==> config.mk <==
export PLATFORM = sky130hd
export DESIGN_NAME = txiq_split
export DESIGN_NICKNAME = d
export VERILOG_FILES = /design/src/rtl/txiq_split.sv
export SDC_FILE = /design/constraint.sdc
export NUM_CORES = 1
export LEC_CHECK = 0
export CORE_MARGIN = 5
export CORE_UTILIZATION = 43
export CTS_CLUSTER_DIAMETER = 30
export DETAILED_ROUTE_END_ITERATION = 10
export PLACE_DENSITY = 0.75
export SLEW_MARGIN = 20
export SYNTH_ARGS = -nofsm -noshare
export SYNTH_HDL_FRONTEND = slang
export SYNTH_SLANG_ARGS = --single-unit
==> constraint.sdc <==
create_clock -name clk -period 0.8 [get_ports clk]
set_input_delay 0.16 -clock clk [delete_from_list [all_inputs] [get_ports clk]]
set_output_delay 0.16 -clock clk [all_outputs]
set_load 0.05 [all_outputs]
==> src/rtl/txiq_split.sv <==
module txiq_split #(
  parameter int W = 8
) (
  input  logic         clk,
  input  logic         rst_n,
  input  logic [W-1:0] tx_word,
  input  logic         fm_n,
  input  logic         pd,
  output logic [W-1:0] i_code,
  output logic [W-1:0] q_code,
  output logic         pair_vld
);
  localparam logic [W-1:0] MID  = {1'b1, {(W-1){1'b0}}};
  localparam logic [W-1:0] FULL = {W{1'b1}};

  logic [W-1:0] cap_i, cap_q;
  logic         fm_q;

  always_ff @(posedge clk) begin
    if (!rst_n) begin
      cap_i <= MID;
      fm_q  <= 1'b0;
    end else begin
      cap_i <= tx_word;
      fm_q  <= ~fm_n;
    end
  end

  always_ff @(negedge clk) begin
    if (!rst_n) cap_q <= MID;
    else        cap_q <= tx_word;
  end

  always_ff @(posedge clk) begin
    if (!rst_n) begin
      i_code   <= MID;
      q_code   <= MID;
      pair_vld <= 1'b0;
    end else if (pd) begin
      i_code   <= FULL;
      q_code   <= FULL;
      pair_vld <= 1'b0;
    end else begin
      i_code   <= fm_q ? MID : cap_i;
      q_code   <= cap_q;
      pair_vld <= 1'b1;
    end
  end


  reset_mid_chk: assert property (@(posedge clk)
    !rst_n |=> (i_code == MID && q_code == MID && !pair_vld));


  pd_full_chk: assert property (@(posedge clk) disable iff (!rst_n)
    pd |=> (i_code == FULL && q_code == FULL && !pair_vld));


  vld_on_chk: assert property (@(posedge clk) disable iff (!rst_n)
    !pd |=> pair_vld);


  fm_idle_chk: assert property (@(posedge clk) disable iff (!rst_n)
    (fm_q && !pd) |=> (i_code == MID));


  mode_reg_chk: assert property (@(posedge clk) disable iff (!rst_n)
    !fm_n |=> fm_q);
endmodule

After elaboration in Yosys (flattened, before gate mapping)
Cells that the tools add are included.
Storage, ports and cells
  bits in registers: 34
  bits of input ports: 12
  output and inout port bits: 17
  logic and storage cells: 17
Cells by class
  multiplexer cells: 5
  bitwise gates (word level): 2
  reductions and logical operators: 2
Operators by type and width (number)
  2-to-1 mux 7 bit: 3
  2-to-1 mux 8 bit: 1
  OR reduction 3 bit: 1
  inverter 1 bit: 2
  OR reduction 2 bit: 1
  2-to-1 mux 1 bit: 1

Logic depth before layout (Yosys ltp)
  word-level depth: 2
  gate-level depth with buffers: 2
  mapped depth without buffers: 2

==> impl_results.rst <==
.. list-table::
   :header-rows: 1

   * - Metric
     - Value
   * - Arr. time, crit path
     - 1.24 ns
   * - Final weighted congestion in routability-driven placement
     - 0.6608
   * - Number of global-route vias before repair
     - 699
   * - Crit Path Category
     - reg -> reg
   * - Remaining routing DRC violations
     - 0
   * - Clock transition at the register clock pins on the worst setup and hold paths after CTS
     - 0.09 ns
   * - Kind of start point of the critical path
     - register
   * - Average cell area after synthesis
     - 12.89 sq um
   * - Proportion of synthesized chip area in sequential cells
     - 73.32%
   * - Worst Hold Path EP
     - cap_i[7]$_DFF_P_
   * - Most repeated cell in the gate-level netlist after synthesis
     - dfxtp_1
   * - Count of distinct cell types in the synthesized netlist
     - 12
   * - Final standard cell utilization of the core
     - 79.75%
   * - Worst-case vdd ir drop
     - 1.492 mV
   * - Reg2Reg Setup Slack
     - -0.22 ns
   * - Hold path cells
     - 3
   * - Core area
     - 0.002002 sq mm
   * - Worst setup skew after layout
     - 0.05860 ns
   * - Design area
     - 0.001597 sq mm
   * - Violations in the final reports
     - negative setup slack
   * - Ratio of routed vias to standard cells
     - 4.490
   * - RSZ-0062 raised after global routing
     - yes
   * - First-pass GRT wire length
     - 3.243 mm
   * - Total chip power
     - 3.434 mW
   * - Antenna violations before repair
     - 0
   * - Critical path peak fanout
     - 1
   * - Primary flip-flop cell chosen by synthesis mapping
     - dfxtp_1
   * - Insertion delay of the later-clocked pin in the worst-skew pair
     - 0.37 ns
   * - Leakage power total
     - 0.7318 nW
   * - Outcome
     - complete, but fails checks
   * - Total via count after detailed routing
     - 651
   * - Final setup margin
     - -0.2239 ns
   * - Path class of the lowest-slack min-delay path
     - in -> reg
   * - Setup violations, final
     - 25
   * - Startpoint of the lowest-slack register-to-register path
     - cap_q[5]$_DFF_N_
   * - Leading cell types by count after synthesis
     - 34 x dfxtp_1, 14 x o21a_1, 8 x nor2b_1, 7 x and2_1, 2 x nand2b_1
   * - Cell type with the largest total area after synthesis
     - dfxtp_1
   * - Final Max Tran Viols
     - 0
   * - Share of cells above drive strength 1
     - 48.31%
   * - TritonCTS clock tree
     - built
   * - Dpl hpwl
     - 1.426 mm
   * - Root Driver
     - clkbuf_4
   * - # diodes
     - 0
   * - Max-capacitance violation count
     - 0
   * - Global-route congestion overflow total
     - 0
   * - Total length of routed wires
     - 1.932 mm
   * - Width of the die
     - 56.47 um
   * - Hold wc startpoint
     - rst_n
   * - GRT Resource Usage Total
     - 13.71%
   * - Largest delay share family, worst path
     - flip-flops
   * - Final Hold Violating Endpoints
     - 0
   * - Synthesis-to-layout area growth
     - 71.97%
   * - Die Y
     - 56.47 um
   * - CP endpoint kind
     - register
   * - Total I/O pin count
     - 29
   * - Longest individual stage delay on the worst path
     - 0.30 ns
   * - Maximum number of pins on one net before global-route repair
     - 10
   * - DRC marker count from the first detailed-route iteration
     - 13
   * - CTS H-tree depth
     - 2
   * - Post-Synthesis Net Count
     - 84
   * - Worst slack at placement
     - -0.6321 ns
   * - Nets
     - 130
   * - CTS Buffer Depth
     - 2
   * - CP max-delay cell
     - dfxtp_1
   * - Avg WL per Cell
     - 13.32 um
   * - Clock net sink count
     - 34
   * - Share of the synthesized area in the top cell type
     - 73.32%
   * - Ordered list of cells on the worst path
     - o21a_1
   * - Number of instances in the synthesized netlist
     - 72
   * - Async set or reset register ratio after synthesis
     - 0%
   * - Count of antenna-violating nets left after detailed routing
     - 0
   * - Total of flip-flops plus latches after synthesis
     - 34
   * - Max transition margin
     - 88.62%
   * - End of the worst register-to-register path
     - q_code[5]$_SDFF_PN0_
   * - Ys Warns
     - 0
   * - Placed cell areas
     - 0.001463 sq mm
   * - Cts-stage hold buffer count
     - 0
   * - Number of synthesized flops with an enable pin
     - 0
   * - Leading cell types by total area after synthesis
     - dfxtp_1 73%, o21a_1 11%, nor2b_1 5.4%, and2_1 4.7%, nand2b_1 1.3%
   * - Filler cells
     - 110
   * - Total CTS buffers
     - 5
   * - Number of buffers inserted by port buffering
     - 28
   * - Initial Util
     - 46.37%
   * - Reg2Reg Depth
     - 1
   * - Pwr/cell area
     - 2151 mW/mm^2
   * - Placement Rows
     - 16
   * - Slew at the pin closest to its max-slew limit
     - 0.1707 ns
   * - Endpoint required time on the critical path
     - 1.02 ns
   * - Synthesized cell area
     - 928.4 sq um
   * - Die Outline Area
     - 0.003188 sq mm
   * - Number of buffer and inverter stages on the critical path
     - 0
   * - Number of detailed-route iterations in the first pass
     - 4
-- metal layers --
layer,part of all wire (%),vias up,track usage (%),routed length [um]
met5,0,-,0,0
met4,3.2,0,8.136,62
met3,7.0,8,6.193,135
met2,55,24,24.26,1069
met1,34,302,12.71,664
li1,-,317,-,-
-- repair_timing --
action,in CTS,in global routing
gates resized for setup,29,2
cloned,1,0
buffers inserted,2,0
pin swaps,3,0
setup endpoints to repair,41,32
-- area by class of cell --
cell class	instances	area, sq um	area share (%)
sequential	34	703.2	44.04
clock buffer	6	41.29	2.586
tap	27	33.78	2.116
timing repair buffer	35	525.5	32.92
clock inverter	9	33.78	2.116
multi-input combinational	34	259.0	16.22
-- cell usage in the layout (no fill, tap or decap) --
cell type        instances
nand2b_4                 2
nor2_1                   1
and2_4                   7
buf_12                  18
dfxtp_2                 18
clkdlybuf4s50_1          2
inv_1                    9
clkbuf_1                 1
dfxtp_1                 16
buf_2                    1
nor2b_1                  8
nand2_1                  1
o21a_1                  14
bufbuf_16                1
buf_4                    5
clkbuf_4                 5
dlygate4sd2_1            8
and2b_1                  1
-- worst max-delay path by stage --
stage	from	to	slack (ns)	cells past startpoint
6_report	cap_q[5]$_DFF_N_	q_code[5]$_SDFF_PN0_	-0.22	1
5_1_grt	cap_q[6]$_DFF_N_	q_code[6]$_SDFF_PN0_	-0.22	1
4_1_cts	cap_q[6]$_DFF_N_	q_code[6]$_SDFF_PN0_	-0.21	1
3_5_place_dp	rst_n	cap_q[6]$_DFF_N_	-0.63	3
3_3_place_gp	rst_n	cap_q[4]$_DFF_N_	-0.62	3
2_1_floorplan	cap_q[0]$_DFF_N_	q_code[0]$_SDFF_PN0_	-0.13	1
-- cell families after synthesis --
logic type | Yosys count | share of synthesized area [%]
buffers and inverters | 4 | 2.290
AND/OR/NAND/NOR | 20 | 13.07
flip-flops | 34 | 73.32
AO/OA/AOI/OAI | 14 | 11.32
-- flip-flops by register name (all words and copies together), names as in the netlist --
register  flops
pair_vld      1
fm_q          1
q_code        8
cap_q         8
i_code        8
cap_i         8
-- tightest hold or removal path: stages --
cell,delay (ns)
buf_2,0.12
buf_12,0.12
nand2b_4,0.05
-- stage by stage --
stage                     hold slack, ns  setup TNS, ns  std cells
after floorplan                   0.2316         -1.826         72
final                             0.1772         -4.265        145
after detailed placement          0.4045         -12.59        128
after global routing              0.1574         -5.166        145
after CTS                         0.1740         -4.385        145
after global placement            0.3975         -12.19        128
-- where the power goes --
| group | switching, mW | total, mW | internal, mW |
|---|---|---|---|
| clock | 0.580 | 0.950 | 0.370 |
| sequential | 0.0610 | 1.87 | 1.81 |
| combinational | 0.280 | 0.617 | 0.337 |
| total | 0.921 | 3.43 | 2.51 |
No activity file was read; power rests on OpenSTA's default activity.
